### config.mk
export PLATFORM = sky130hd
export DESIGN_NAME = store_post_buffer
export DESIGN_NICKNAME = d
export VERILOG_FILES = /design/src/rtl/store_post_buffer.sv
export SDC_FILE = /design/constraint.sdc
export NUM_CORES = 1
export LEC_CHECK = 0
export ABC_AREA = 0
export CAP_MARGIN = 0
export CORE_MARGIN = 3
export CORE_UTILIZATION = 54
export CTS_BUF_LIST = sky130_fd_sc_hd__clkbuf_4
export CTS_CLUSTER_DIAMETER = 60
export DETAILED_ROUTE_END_ITERATION = 8
export GPL_ROUTABILITY_DRIVEN = 0
export GPL_TIMING_DRIVEN = 0
export PLACE_DENSITY = 0.92
export SETUP_SLACK_MARGIN = 0.4
export SYNTH_ARGS = -nofsm -noshare
export SYNTH_HDL_FRONTEND = slang
export SYNTH_SLANG_ARGS = --single-unit
export TNS_END_PERCENT = 50
### constraint.sdc
create_clock -name clk -period 6.03 [get_ports clk]
set_clock_uncertainty 0.15 [all_clocks]
set_input_delay 0.603 -clock clk [delete_from_list [all_inputs] [get_ports clk]]
set_output_delay 0.603 -clock clk [all_outputs]
set_load 0.03 [all_outputs]
### src/rtl/store_post_buffer.sv
module store_post_buffer #(
  parameter int LOG_DEPTH = 2,
  parameter bit BYPASS    = 1'b0
) (
  input  logic        clk,
  input  logic        rst_n,
  input  logic        cpu_req,
  input  logic        cpu_we,
  input  logic [31:0] cpu_addr,
  input  logic [31:0] cpu_wdata,
  input  logic [3:0]  cpu_sel,
  output logic        cpu_ack,
  output logic        cpu_err,
  output logic [31:0] cpu_rdata,
  output logic        bus_req,
  output logic        bus_we,
  output logic [31:0] bus_addr,
  output logic [31:0] bus_wdata,
  output logic [3:0]  bus_sel,
  input  logic        bus_ack,
  input  logic        bus_err,
  input  logic [31:0] bus_rdata
);
  localparam int DEPTH = 1 << LOG_DEPTH;

  assign cpu_rdata = bus_rdata;

  if (BYPASS) begin : g_through
    assign bus_req   = cpu_req;
    assign bus_we    = cpu_we;
    assign bus_addr  = cpu_addr;
    assign bus_wdata = cpu_wdata;
    assign bus_sel   = cpu_sel;
    assign cpu_ack   = bus_ack;
    assign cpu_err   = bus_err;
  end else begin : g_queue
    logic [LOG_DEPTH:0]   wp, rp;
    logic [LOG_DEPTH-1:0] wi, ri;
    logic [31:0] addr_q [DEPTH];
    logic [31:0] data_q [DEPTH];
    logic [3:0]  sel_q  [DEPTH];
    logic empty, full, push, pop, load_go;

    assign wi      = wp[LOG_DEPTH-1:0];
    assign ri      = rp[LOG_DEPTH-1:0];
    assign empty   = (wp == rp);
    assign full    = (wp[LOG_DEPTH] != rp[LOG_DEPTH]) && (wi == ri);
    assign push    = cpu_req && cpu_we && !full;
    assign pop     = !empty && (bus_ack || bus_err);
    assign load_go = cpu_req && !cpu_we && empty;

    assign bus_req   = !empty || load_go;
    assign bus_we    = !empty;
    assign bus_addr  = empty ? cpu_addr : addr_q[ri];
    assign bus_sel   = empty ? cpu_sel  : sel_q[ri];
    assign bus_wdata = data_q[ri];

    assign cpu_ack = push || (load_go && bus_ack);
    assign cpu_err = load_go && bus_err;

    always_ff @(posedge clk or negedge rst_n) begin
      if (!rst_n) begin
        wp <= '0;
        rp <= '0;
      end else begin
        if (push) wp <= wp + 1'b1;
        if (pop)  rp <= rp + 1'b1;
      end
    end

    always_ff @(posedge clk) begin
      if (push) begin
        addr_q[wi] <= cpu_addr;
        data_q[wi] <= cpu_wdata;
        sel_q[wi]  <= cpu_sel;
      end
    end
  end
endmodule

==> results_dict.tcl <==
set metrics [dict create \
    r2r_start "g_queue.rp[0]" \
    critPathMaxFanout 10 \
    fp.dieH_um 149 \
    max_clock_freq_mhz 260 \
    grt_pass1_wl_um 33300 \
    cts_setup_buffers 0 \
    synth-adder-area-share 0.00569 \
    critPathMostFrequentCell "buf_2" \
    cts_buffer_depth 3 \
    timing.final.hold_violations 0 \
    synthTopCellsByArea "edfxtp_1 (74%), mux4_2 (14%), mux2_2 (2.9%)" \
    start_util 0.557 \
    dr.pass1.iters 4 \
    cts.sinks 278 \
    clock_latency_ns 0.62 \
    synth_nets 583 \
    synth_top_family_by_area "multiplexers" \
    synth_edf_count 272 \
    worst_pin_slew_ns 0.627 \
    rsz0062_at_grt "false" \
    syn2layout_area_growth_pct 28.6 \
    std_cell_rows 51 \
    ant_nets 0 \
    synthSimpleGateAreaFrac 0.00581 \
    finalSetupTns_ns 0 \
    synth-main-ff-cell "edfxtp_1" \
    diodes 0 \
    start_kind "flop" \
    cts_buffers 68 \
    antenna_found_initial 0 \
    finalCritPeriodShare 0.637 \
    core_sq_um 19700 \
    synth.top_cell.area_share 0.743 \
    finalSetupViolCount 0 \
    status "finished clean" \
    die-area_sq_um 22100 \
    layout.nets 836 \
    wire_per_inst_um 20.4 \
    slew_violations 0 \
    required_ns 5.28 \
    cap_violations 0 \
    synth_xor_area_frac 0.00900 \
    drive_above_1_share 0.354 \
    utilization 0.717 \
    synth_compound_area_frac 0.00581 \
    max-vdd-ir-drop_mv 0.336 \
    grt_pass1_vias 6304 \
    post_synth.cell_area_avg_sq_um 23.3 \
    htreeDepth 3 \
    yosysTopAreaCell "edfxtp_1" \
    fin_total_pwr_mw 7.23 \
    p_leak_nw 4.83 \
    postSynthCellCount 472 \
    synthMuxAreaShare 0.182 \
    place_hpwl_um 13800 \
    drc 0 \
    clkTransAtPathRegs_ns 0.07 \
    viasPerCell 5.45 \
    synth-async-reset-ratio 0.0216 \
    power_density_nw_per_um2 512 \
    cts_tree "done" \
    io_buffers 177 \
    die_x_um 149 \
    ys_top_cells_by_count "edfxtp_1 (272), mux4_2 (68), buf_4 (38)" \
    ys_types 26 \
    cts_hold_buf 0 \
    hold_path.class "primary input to async pin" \
    grt_max_degree 41 \
    cts-root-buf "clkbuf_4" \
    ys_warn_count 0 \
    ys_ff_latch 278 \
    crit_path_start "g_queue.rp[1]" \
    path_cells "buf_2, clkbuf_1, buf_2, mux4_2, clkdlybuf4s50_1" \
    endpoint_kind "primary output" \
    slew_headroom 0.582 \
    ioPinCount 210 \
    crit_type "flop to primary output" \
    slowest_delay_ns 0.61 \
    syn_area_sq_um 11000 \
    cpMaxStageDelayCell "clkdlybuf4s50_1" \
    synth.most_common_cell "edfxtp_1" \
    overflow 0 \
    cp.arrival_ns 3.09 \
    fin_crit_ns 3.84 \
    initialDrtViolationCount 337 \
    grt_util_all_layers 0.197 \
    cts_resized 0 \
    totalWireLength_um 21200 \
    ys_seq_area_frac 0.757 \
    vias 5662 \
]
final cells by class:
class / count / area [sq um]
inverters: 4 / 15.0
plain buffers: 52 / 369
multi-input cells: 138 / 2310
fillers: 1158 / 5590
repair buffers: 183 / 1910
well taps: 265 / 332
flip-flops and latches: 278 / 8320
clock buffers: 99 / 743
clock inverters: 20 / 130
per-layer routing:
| layer | share of wire | track usage | wire length, um | up-vias |
|---|---|---|---|---|
| li1 | - | - | - | 2499 |
| met3 | 0.090 | 0.0686 | 1910 | 42 |
| met1 | 0.36 | 0.235 | 7720 | 2844 |
| met4 | 0.023 | 0.0744 | 494 | 0 |
| met2 | 0.52 | 0.334 | 11100 | 277 |
| met5 | 0 | 0 | 0 | - |
per-stage QoR:
stage	setup slack (ns)	area [sq um]	hold slack, ns	cells
finish	2.19	14100	0.0802	1039
global route	1.97	14100	0.0435	1039
CTS	2.03	14100	0.0220	1039
detailed placement	2.74	13300	0.416	920
global placement	-1.89	13100	0.377	914
floorplan	0.917	11000	0.157	472
cells by family after synthesis:
logic type               Yosys count
AO/OA/AOI/OAI                      8
XOR/XNOR                           7
multiplexers                     106
flip-flops                       278
adder cells (fa/ha/maj)            5
buffers and inverters             56
AND/OR/NAND/NOR                   12
state kept, by name (all words and copies together), names as in the netlist:
name	cells
g_queue.addr_q	128
g_queue.sel_q	16
g_queue.data_q	128
g_queue.wp	3
g_queue.rp	3
critical path: cells and delay by family, from the launching register on:
family | cells | cell delay, ns
muxes | 1 | 0.38
DFF | 1 | 0.35
buffers and inverters | 4 | 1.74
final timing paths:
check | slack [ns] | to | cells past startpoint
max in group asynchronous | 5.42 | g_queue.wp[2] | 1
min in group clk | 0.43 | g_queue.rp[2] | 1
worst min-delay path | 0.08 | g_queue.rp[0] | 1
worst max register to register | 3.38 | g_queue.addr_q[1][21] | 5
worst max-delay path | 2.19 | bus_wdata[22] | 5
worst min register to register | 0.43 | g_queue.rp[2] | 1
cell usage in the layout (no fill, tap or decap), types with 2 or more instances in the layout:
cell type / synthesis / layout
a31oi_1: 3 / 2
and2_4: 0 / 3
buf_12: 0 / 3
buf_16: 0 / 3
buf_2: 7 / 7
buf_4: 38 / 38
buf_6: 3 / 3
bufinv_16: 0 / 2
clkbuf_1: 4 / 4
clkbuf_4: 0 / 99
clkdlybuf4s50_1: 0 / 177
clkinv_1: 0 / 13
clkinv_2: 0 / 2
dfrtp_1: 6 / 6
edfxtp_1: 272 / 272
ha_1: 5 / 5
inv_1: 4 / 4
inv_2: 0 / 3
mux2_2: 28 / 28
mux2_4: 10 / 10
mux4_2: 68 / 68
nand2_1: 3 / 3
nand3_1: 2 / 2
nor2_1: 2 / 2
xnor2_1: 2 / 2
xnor2_4: 2 / 2
xor2_1: 3 / 3
where the power goes:
| part | switching, mW | leakage (nW) | internal [mW] | total, mW |
|---|---|---|---|---|
| clock | 0.691 | 0.525 | 0.840 | 1.53 |
| combinational | 1.72 | 1.77 | 1.52 | 3.24 |
| sequential | 0.0760 | 2.54 | 2.38 | 2.46 |
(Power assumes the default switching activity.)
